===== config.mk =====
export PLATFORM = sky130hd
export DESIGN_NAME = sertx_core
export DESIGN_NICKNAME = d
export VERILOG_FILES = /design/src/rtl/sertx_pkg.sv /design/src/rtl/sertx_fifo.sv /design/src/rtl/sertx_shifter.sv /design/src/rtl/sertx_core.sv
export SDC_FILE = /design/constraint.sdc
export NUM_CORES = 1
export LEC_CHECK = 0
export CAP_MARGIN = 20
export CELL_PAD_IN_SITES_DETAIL_PLACEMENT = 0
export CELL_PAD_IN_SITES_GLOBAL_PLACEMENT = 1
export CORE_MARGIN = 8
export CORE_UTILIZATION = 32
export DETAILED_ROUTE_END_ITERATION = 12
export GPL_TIMING_DRIVEN = 0
export PLACE_DENSITY = 0.52
export SLEW_MARGIN = 40
export SYNTH_ARGS = -nofsm -noshare
export SYNTH_HDL_FRONTEND = slang
export SYNTH_SLANG_ARGS = --single-unit

===== constraint.sdc =====
create_clock -name clk -period 3.9 [get_ports clk]
set_input_delay 0.585 -clock clk [delete_from_list [all_inputs] [get_ports clk]]
set_output_delay 0.585 -clock clk [all_outputs]
set_load 0.005 [all_outputs]

===== src/rtl/sertx_pkg.sv =====
package sertx_pkg;
    typedef enum logic [1:0] {
        ST_IDLE,
        ST_START,
        ST_DATA,
        ST_STOP
    } tx_state_e;

    localparam int unsigned SLOW_TICKS = 16;
    localparam int unsigned FAST_TICKS = 8;
endpackage


===== src/rtl/sertx_fifo.sv =====
module sertx_fifo #(
    parameter int unsigned DEPTH = 16,
    parameter int unsigned WIDTH = 8,
    localparam int unsigned AW = $clog2(DEPTH),
    localparam int unsigned CW = $clog2(DEPTH + 1)
) (
    input  logic             clk,
    input  logic             rst_n,
    input  logic             push,
    input  logic [WIDTH-1:0] din,
    input  logic             pop,
    output logic [WIDTH-1:0] dout,
    output logic [CW-1:0]    count,
    output logic             full,
    output logic             empty,
    output logic             ovf
);
    localparam logic [AW-1:0] LAST_IDX = AW'(DEPTH - 1);
    localparam logic [CW-1:0] FULL_CNT = CW'(DEPTH);

    logic [WIDTH-1:0] mem [DEPTH];
    logic [AW-1:0]    rd_q, wr_q;
    logic [CW-1:0]    cnt_q;
    logic             ovf_q;
    logic             do_push, do_pop;

    assign full    = (cnt_q == FULL_CNT);
    assign empty   = (cnt_q == '0);
    assign do_push = push && !full;
    assign do_pop  = pop && !empty;
    assign dout    = mem[rd_q];
    assign count   = cnt_q;
    assign ovf     = ovf_q;

    always_ff @(posedge clk) begin
        if (do_push) begin
            mem[wr_q] <= din;
        end
    end

    always_ff @(posedge clk or negedge rst_n) begin
        if (!rst_n) begin
            rd_q  <= '0;
            wr_q  <= '0;
            cnt_q <= '0;
            ovf_q <= 1'b0;
        end else begin
            ovf_q <= push && full;
            if (do_push) begin
                wr_q <= (wr_q == LAST_IDX) ? '0 : wr_q + 1'b1;
            end
            if (do_pop) begin
                rd_q <= (rd_q == LAST_IDX) ? '0 : rd_q + 1'b1;
            end
            unique case ({do_push, do_pop})
                2'b10:   cnt_q <= cnt_q + 1'b1;
                2'b01:   cnt_q <= cnt_q - 1'b1;
                default: cnt_q <= cnt_q;
            endcase
        end
    end
endmodule


===== src/rtl/sertx_shifter.sv =====
module sertx_shifter
    import sertx_pkg::*;
#(
    parameter int unsigned DATA_W = 8
) (
    input  logic              clk,
    input  logic              rst_n,
    input  logic              go_ok,
    input  logic              has_data,
    input  logic [DATA_W-1:0] data_in,
    input  logic              fast_mode,
    input  logic              baud_tick,
    output logic              pop,
    output logic              busy,
    output logic              tx_out
);
    localparam int unsigned TICK_W = $clog2(SLOW_TICKS);
    localparam int unsigned IDX_W  = $clog2(DATA_W);
    localparam logic [TICK_W-1:0] SLOW_LAST = TICK_W'(SLOW_TICKS - 1);
    localparam logic [TICK_W-1:0] FAST_LAST = TICK_W'(FAST_TICKS - 1);
    localparam logic [IDX_W-1:0]  LAST_BIT  = IDX_W'(DATA_W - 1);

    tx_state_e         state_q, state_d;
    logic [TICK_W-1:0] tick_q, last_q;
    logic [IDX_W-1:0]  bit_q;
    logic [DATA_W-1:0] sh_q;
    logic              bit_done;

    assign bit_done = baud_tick && (tick_q == last_q);

    // next state and pop decision
    always_comb begin
        state_d = state_q;
        pop     = 1'b0;
        unique case (state_q)
            ST_IDLE: begin
                if (has_data && go_ok) begin
                    state_d = ST_START;
                    pop     = 1'b1;
                end
            end
            ST_START: if (bit_done) state_d = ST_DATA;
            ST_DATA:  if (bit_done && bit_q == LAST_BIT) state_d = ST_STOP;
            ST_STOP:  if (bit_done) state_d = ST_IDLE;
            default:  state_d = ST_IDLE;
        endcase
    end

    // state register and datapath
    always_ff @(posedge clk or negedge rst_n) begin
        if (!rst_n) begin
            state_q <= ST_IDLE;
            tick_q  <= '0;
            last_q  <= SLOW_LAST;
            bit_q   <= '0;
            sh_q    <= '0;
        end else begin
            state_q <= state_d;
            if (state_q == ST_IDLE) begin
                if (pop) begin
                    sh_q   <= data_in;
                    tick_q <= '0;
                    bit_q  <= '0;
                    last_q <= fast_mode ? FAST_LAST : SLOW_LAST;
                end
            end else if (baud_tick) begin
                tick_q <= bit_done ? '0 : tick_q + 1'b1;
                if (bit_done && state_q == ST_DATA) begin
                    sh_q  <= sh_q >> 1;
                    bit_q <= bit_q + 1'b1;
                end
            end
        end
    end

    // outputs
    always_comb begin
        unique case (state_q)
            ST_IDLE:  tx_out = 1'b1;
            ST_START: tx_out = 1'b0;
            ST_DATA:  tx_out = sh_q[0];
            ST_STOP:  tx_out = 1'b1;
            default:  tx_out = 1'b1;
        endcase
        busy = (state_q != ST_IDLE);
    end
endmodule


===== src/rtl/sertx_core.sv =====
module sertx_core #(
    parameter int unsigned DATA_W     = 8,
    parameter int unsigned FIFO_DEPTH = 16,
    localparam int unsigned CNT_W     = $clog2(FIFO_DEPTH + 1)
) (
    input  logic              clk,
    input  logic              rst_n,
    input  logic              en_all,
    input  logic              en_tx,
    input  logic              cts_gate_on,
    input  logic              cts_in,
    input  logic              fast_mode,
    input  logic              eot_mode,
    input  logic [CNT_W-1:0]  fifo_thresh,
    input  logic              baud_tick,
    input  logic              wr_valid,
    input  logic [DATA_W-1:0] wr_data,
    output logic              tx_out,
    output logic              status_flag,
    output logic              fifo_full,
    output logic              overflow_pulse
);
    logic [DATA_W-1:0] head;
    logic [CNT_W-1:0]  fifo_count;
    logic              fifo_empty, pop, busy, go_ok;

    assign go_ok = en_all && en_tx && (!cts_gate_on || cts_in);

    sertx_fifo #(.DEPTH(FIFO_DEPTH), .WIDTH(DATA_W)) u_fifo (
        .clk   (clk),
        .rst_n (rst_n),
        .push  (wr_valid),
        .din   (wr_data),
        .pop   (pop),
        .dout  (head),
        .count (fifo_count),
        .full  (fifo_full),
        .empty (fifo_empty),
        .ovf   (overflow_pulse)
    );

    sertx_shifter #(.DATA_W(DATA_W)) u_shift (
        .clk       (clk),
        .rst_n     (rst_n),
        .go_ok     (go_ok),
        .has_data  (!fifo_empty),
        .data_in   (head),
        .fast_mode (fast_mode),
        .baud_tick (baud_tick),
        .pop       (pop),
        .busy      (busy),
        .tx_out    (tx_out)
    );

    assign status_flag = eot_mode ? (fifo_empty && !busy)
                                  : (fifo_count <= fifo_thresh);
endmodule


==> impl_metrics.toml, run 1 <==
[power_and_ir_drop]
clkPwrFrac_pct = 29.5
power_density_mw_per_mm2 = 679
p_sw_share_pct = 32.6
vdd_ir_drop_max_mv = 0.305
switchingPower_mw = 1.80
p_leak_nw = 2.87
finalPower_mw = 5.51
p_seq_share_pct = 40.9
p_int_mw = 3.71
p_comb_share_pct = 29.6

[floorplan]
rows = 53
start_util_pct = 32.6
die_h_um = 162
die_w_um = 162
coreArea_sq_mm = 0.0210
boundaryPins = 27
die_area_sq_mm = 0.0263

[min_path]
hp-class = "in2async"

[placement]
dpl.hpwl_um = 10100
gp_congestion = 0.693
port-buffer-count = 26

[global_route]
grt_usage_pct = 11.9
overflow = 0
grt_start_max_net_pins = 21
grt_pass1_wl_um = 23200
antenna_found_initial = 0
first_global_vias = 3891

[logic_synthesis]
synth-xor-area-share_pct = 1.41
yosysSeqAreaShare_pct = 68.0
syn_nets = 450
synthMuxAreaShare_pct = 12.4
synthDistinctLibCells = 42
yosysWarnings = 0
synth-simple-area-share_pct = 4.89
synthCells = 405
syn_avg_cell_area_sq_um = 16.9
synth_top_family_by_area = "multiplexers"
synthAdderAreaFrac_pct = 4.03
synth_area_sq_mm = 0.00683
ys_ff_latch = 160
synth-compound-area-share_pct = 6.76

[sta]
post-route-min-period_ns = 3.48
drv_slew = 0
final-hold-violation-count = 0
worst_slew_margin_rel_pct = 55.1
skew_ns = 0.0129
min_period_over_period_pct = 89.3
rsz0062_at_grt = "false"
setup_viol = 0
worst_pin_slew_ns = 0.671
finalSetupTns_ns = 0
timing.fmax_mhz = 287
holdWs_ns = 0.0646

[cts]
ctsHoldBuffers = 0
cts_resized = 0
cts_root_buffer = "clkbuf_16"
cts.sinks = 160
insertion_delay_ns = 0.43
path_clk_slew_ns = 0.07
htree_num_levels = 4
cts_buffer_depth = 2
cts_tree = "yes"
cts_made_buffers = 17

[run]
maxCapViolCount = 0

[detailed_routing]
via_per_inst = 4.85
top_layer = "met4"
drc_errors = 0
drt-initial-drc-count = 214
firstDrtPassIters = 4
wl_met1_um = 6620
antenna_left = 0
routed-wl-met2_um = 7320
routed_wl_um = 14800
vias = 3600
wl_met3_um = 649
post_drt_wl_per_cell_um = 19.9

[setup_path]
cp.arrival_ns = 3.83
cp_max_fo = 10
worstPathRequired_ns = 4.25
start_kind = "register"
r2r_start = "u_shift.state_q[0]$_DFFE_PN0P_"
crit_start = "u_shift.state_q[0]$_DFFE_PN0P_"
reg2reg_depth = 14
cp-end-kind = "register"
crit_type = "reg2reg"

[finish]
final_cell_mix = "edfxtp_1 (128), mux4_2 (31), dfrtp_1 (31)"
drive_gt1_share_pct = 22.5
n_antenna_cell = 0
final_common_cell = "edfxtp_1"
nNetsFinal = 499
areaGrowthSynthToFinish_pct = 19.0

[run_status]
status = "complete, no violations"
[synth_stat cells, drive strengths merged]
cell,count,area [sq um]
edfxtp,128,3840
mux4,33,751
dfrtp,31,776
nand2,27,101
ha,22,275
nor2,19,71.3
inv,16,60.1
o21ai,12,60.1
buf,11,72.6
clkbuf,10,38.8
nand3,9,45.0
a22o,8,70.1
a21oi,7,35.0
a22oi,7,52.6
a221oi,6,71.3
mux2i,6,60.1
xor2,6,52.6
a32oi,5,43.8
xnor2,5,43.8
a21o,4,30.0
nor3,4,20.0
a221o,3,30.0
and3,3,18.8
mux2,3,33.8
nand2b,3,18.8
nor2b,3,18.8
o31ai,3,22.5
and2,2,12.5
o21bai,2,15.0
a311oi,1,8.76
a31oi,1,6.26
dfstp,1,26.3
nand4,1,6.26
nor4,1,21.3
o211ai,1,7.51
o41ai,1,8.76
[layout make-up]
class | count | area (sq um)
flip-flops and latches | 160 | 4650
repair buffers | 31 | 310
well taps | 275 | 344
plain buffers | 20 | 108
multi-input cells | 208 | 2060
inverters | 16 | 60.1
clock inverters | 15 | 169
fillers | 1972 | 12800
clock buffers | 17 | 425
[per-stage QoR]
stage                     util [%]  setup slack [ns]  cells  cell area, sq um
after detailed placement      36.0             0.261    711              7530
final                         38.8             0.418    742              8120
after floorplan                  -             0.994    405              6830
after global placement        35.5             0.317    706              7430
after global routing          38.8             0.140    742              8120
after CTS                     38.8             0.230    743              8130
[path summary, 6_finish.rpt]
check / to / slack (ns)
setup / recovery: u_fifo.count[4]$_DFFE_PN0P_ / 0.42
hold / removal: u_fifo.ovf$_DFF_PN0_ / 0.06
setup reg to reg: u_fifo.count[4]$_DFFE_PN0P_ / 0.42
hold reg to reg: u_shift.last_q[3]$_DFFE_PN1P_ / 0.50
max in group asynchronous: u_shift.sh_q[0]$_DFFE_PN0P_ / 3.40
min in group clk: u_shift.last_q[3]$_DFFE_PN1P_ / 0.50
[flip-flops by register name, indices dropped and copies added, names as in the netlist]
register,flops
u_fifo.ovf,1
u_fifo.mem,128
u_shift.bit_q,3
u_fifo.rd_q,4
u_fifo.count,5
u_shift.sh_q,8
u_shift.state_q,2
u_fifo.wr_q,4
u_shift.last_q,1
u_shift.tick_q,4
[worst max-delay path: stages, from the launching register on]
cell and delay [ns]:
dfrtp_1 0.40, inv_1 0.14, ha_1 0.48, nand3_1 0.12
a221o_1 0.36, inv_2 0.19, ha_1 0.20, clkbuf_1 0.29
xor2_1 0.12, ha_1 0.22, inv_1 0.05, o21ai_0 0.08
a21o_1 0.20, a221oi_1 0.40, xnor2_1 0.16
[power by group through the flow]
stage	combinational, mW	clock [mW]	sequential [mW]
after global placement	1.61	0	2.29
after global routing	1.82	1.73	2.29
after detailed placement	1.67	0	2.29
after floorplan	1.17	0	2.25
final	1.63	1.62	2.25
after CTS	1.68	1.67	2.26
[cells by family (layout without fill, tap and decap cells)]
| kind of cell | count (synthesis) | in the layout |
|---|---|---|
| flip-flops | 160 | 160 |
| AND/OR/NAND/NOR | 72 | 72 |
| AO/OA/AOI/OAI | 61 | 61 |
| adder cells (fa/ha/maj) | 22 | 22 |
| XOR/XNOR | 11 | 11 |
| buffers and inverters | 37 | 99 |
| multiplexers | 42 | 42 |
[metal layers]
layer	vias up	global-route usage, %
met5	-	0
met4	0	4.42
met3	13	2.51
met2	58	19.7
met1	1842	15.2
li1	1687	-
[timing repair]
item | in CTS | in global routing
setup endpoints to repair | 0 | 1
endpoints found under the hold margin | 0 | 0
buffers inserted | 0 | 0
Power figures use the tool's default switching activity.
==> run 2: changes to the inputs <==
CORE_UTILIZATION = 52   (was 32)
PLACE_DENSITY = 0.78   (was 0.52)
==> impl_metrics.toml, run 2 (same netlist as run 1, synthesis figures left out) <==
[sta]
drv_slew = 0
setup_viol = 0
finalSetupTns_ns = 0
timing.fmax_mhz = 283
post-route-min-period_ns = 3.54
final-hold-violation-count = 0
rsz0062_at_grt = "false"
skew_ns = 0.00786
min_period_over_period_pct = 90.8
worst_pin_slew_ns = 0.784
worst_slew_margin_rel_pct = 47.5

[placement]
gp_congestion = 0.747
port-buffer-count = 26
dpl_cell_area_sq_mm = 0.00736
dpl.hpwl_um = 8830

[power_and_ir_drop]
vdd_ir_drop_max_mv = 0.342
p_leak_nw = 2.85
power_density_mw_per_mm2 = 691

[setup_path]
cp_num_buf_inv = 5
crit_type = "reg2reg"
start_kind = "register"
timing.rr.end = "u_fifo.count[4]$_DFFE_PN0P_"
cp-end-kind = "register"
reg2reg_depth = 15
rrSetupSlack_ns = 0.36
cp_cell_sequence = "inv_1 > ha_1 > clkbuf_1 > nand3_1 > a221o_1 > inv_2 > ha_1 > clkbuf_1 > xor2_1 > ha_1 > inv_1 > o21ai_0 > a21o_1 > a221oi_1 > xnor2_1"
crit_start = "u_shift.state_q[0]$_DFFE_PN0P_"
cp.arrival_ns = 3.89
r2r_start = "u_shift.state_q[0]$_DFFE_PN0P_"
cp_top_family = "buffers and inverters"
cp-endpoint = "u_fifo.count[4]$_DFFE_PN0P_"
cp_max_fo = 10
slowest_stage = "clkbuf_1"
slowest_delay_ns = 0.41
worstPathRequired_ns = 4.25
cp.depth = 15
cp_common_cell = "ha_1"

[cts]
path_clk_slew_ns = 0.06
insertion_delay_ns = 0.42
cts_root_buffer = "clkbuf_16"
post_cts_buffers = 0
cts_resized = 0
cts_buffer_depth = 2
cts.sinks = 160
cts_tree = "yes"
cts_made_buffers = 17
htree_num_levels = 4
ctsHoldBuffers = 0

[detailed_routing]
drt-initial-drc-count = 295
routed_wl_um = 13100
via_per_inst = 5.65
drc_errors = 0
vias = 3624
post_drt_wl_per_cell_um = 20.4
antenna_left = 0
firstDrtPassIters = 4

[run_status]
status = "complete, no violations"

[global_route]
overflow = 0
first_global_vias = 3705
grt_pass1_wl_um = 20700
antenna_found_initial = 0
grt_start_max_net_pins = 21
grt_usage_pct = 16.9

[finish]
largest_reg_flops = 128
final_cell_mix = "edfxtp_1 (128), mux4_2 (31), dfrtp_1 (31)"
final_area_sq_mm = 0.00797
top_register = "u_fifo.mem"
utilization_pct = 61.2
drive_gt1_share_pct = 20.6
n_antenna_cell = 0
final_common_cell = "edfxtp_1"
nNetsFinal = 497
areaGrowthSynthToFinish_pct = 16.7

[floorplan]
coreArea_sq_mm = 0.0130
start_util_pct = 52.4
rows = 42
boundaryPins = 27
die_h_um = 131
die_area_sq_mm = 0.0171
die_w_um = 131

[min_path]
hp-class = "in2async"

[run]
maxCapViolCount = 0
==> run 2: cell types whose count changed in the layout (fill, tap and decap cells not counted), moves of 3 or more <==
| cell | delta |
|---|---|
| nor2_2 | -4 |
| inv_6 | +4 |
| nor2_1 | +4 |
| buf_4 | -3 |
| clkinv_8 | -4 |
==> run 2: cell type report <==
cell class	count	area, sq um
plain buffers	21	111
clock buffers	17	425
clock inverters	15	170
fillers	981	5060
inverters	16	60.1
multi-input cells	208	2060
flip-flops and latches	160	4650
well taps	176	220
repair buffers	28	275
==> run 2: per-layer routing <==
| metal | track usage [%] | up-vias | wire (um) |
|---|---|---|---|
| li1 | - | 1694 | - |
| met1 | 21.7 | 1847 | 5600 |
| met2 | 27.2 | 73 | 6570 |
| met3 | 4.10 | 10 | 786 |
| met4 | 7.16 | 0 | 142 |
| met5 | 0 | - | 0 |
==> run 2: worst min path at each step <==
stage / end / cells past startpoint
finish: u_fifo.ovf$_DFF_PN0_ / 1
global route: u_fifo.ovf$_DFF_PN0_ / 1
CTS: u_fifo.count[1]$_DFFE_PN0P_ / 1
detailed placement: u_shift.bit_q[1]$_DFFE_PN0P_ / 1
global placement: u_shift.last_q[3]$_DFFE_PN1P_ / 2
floorplan: u_fifo.count[0]$_DFFE_PN0P_ / 0
==> run 2: power by group <==
part / leakage (nW) / switching (mW) / internal (mW)
registers: 1.56 / 0.147 / 2.11
clock network: 0.290 / 0.698 / 0.962
logic: 1.00 / 0.856 / 0.733
==> run 2: per-stage QoR <==
stage          hold slack, ns  setup slack [ns]  std cells  power (mW)
2_1_floorplan           0.289             0.994        405        3.42
3_3_place_gp            0.479             0.431        607        3.82
3_5_place_dp            0.496             0.364        609        3.89
4_1_cts                 0.136             0.336        641        5.55
5_1_grt                 0.147            0.0206        641        5.79
6_report                0.120             0.361        641        5.51
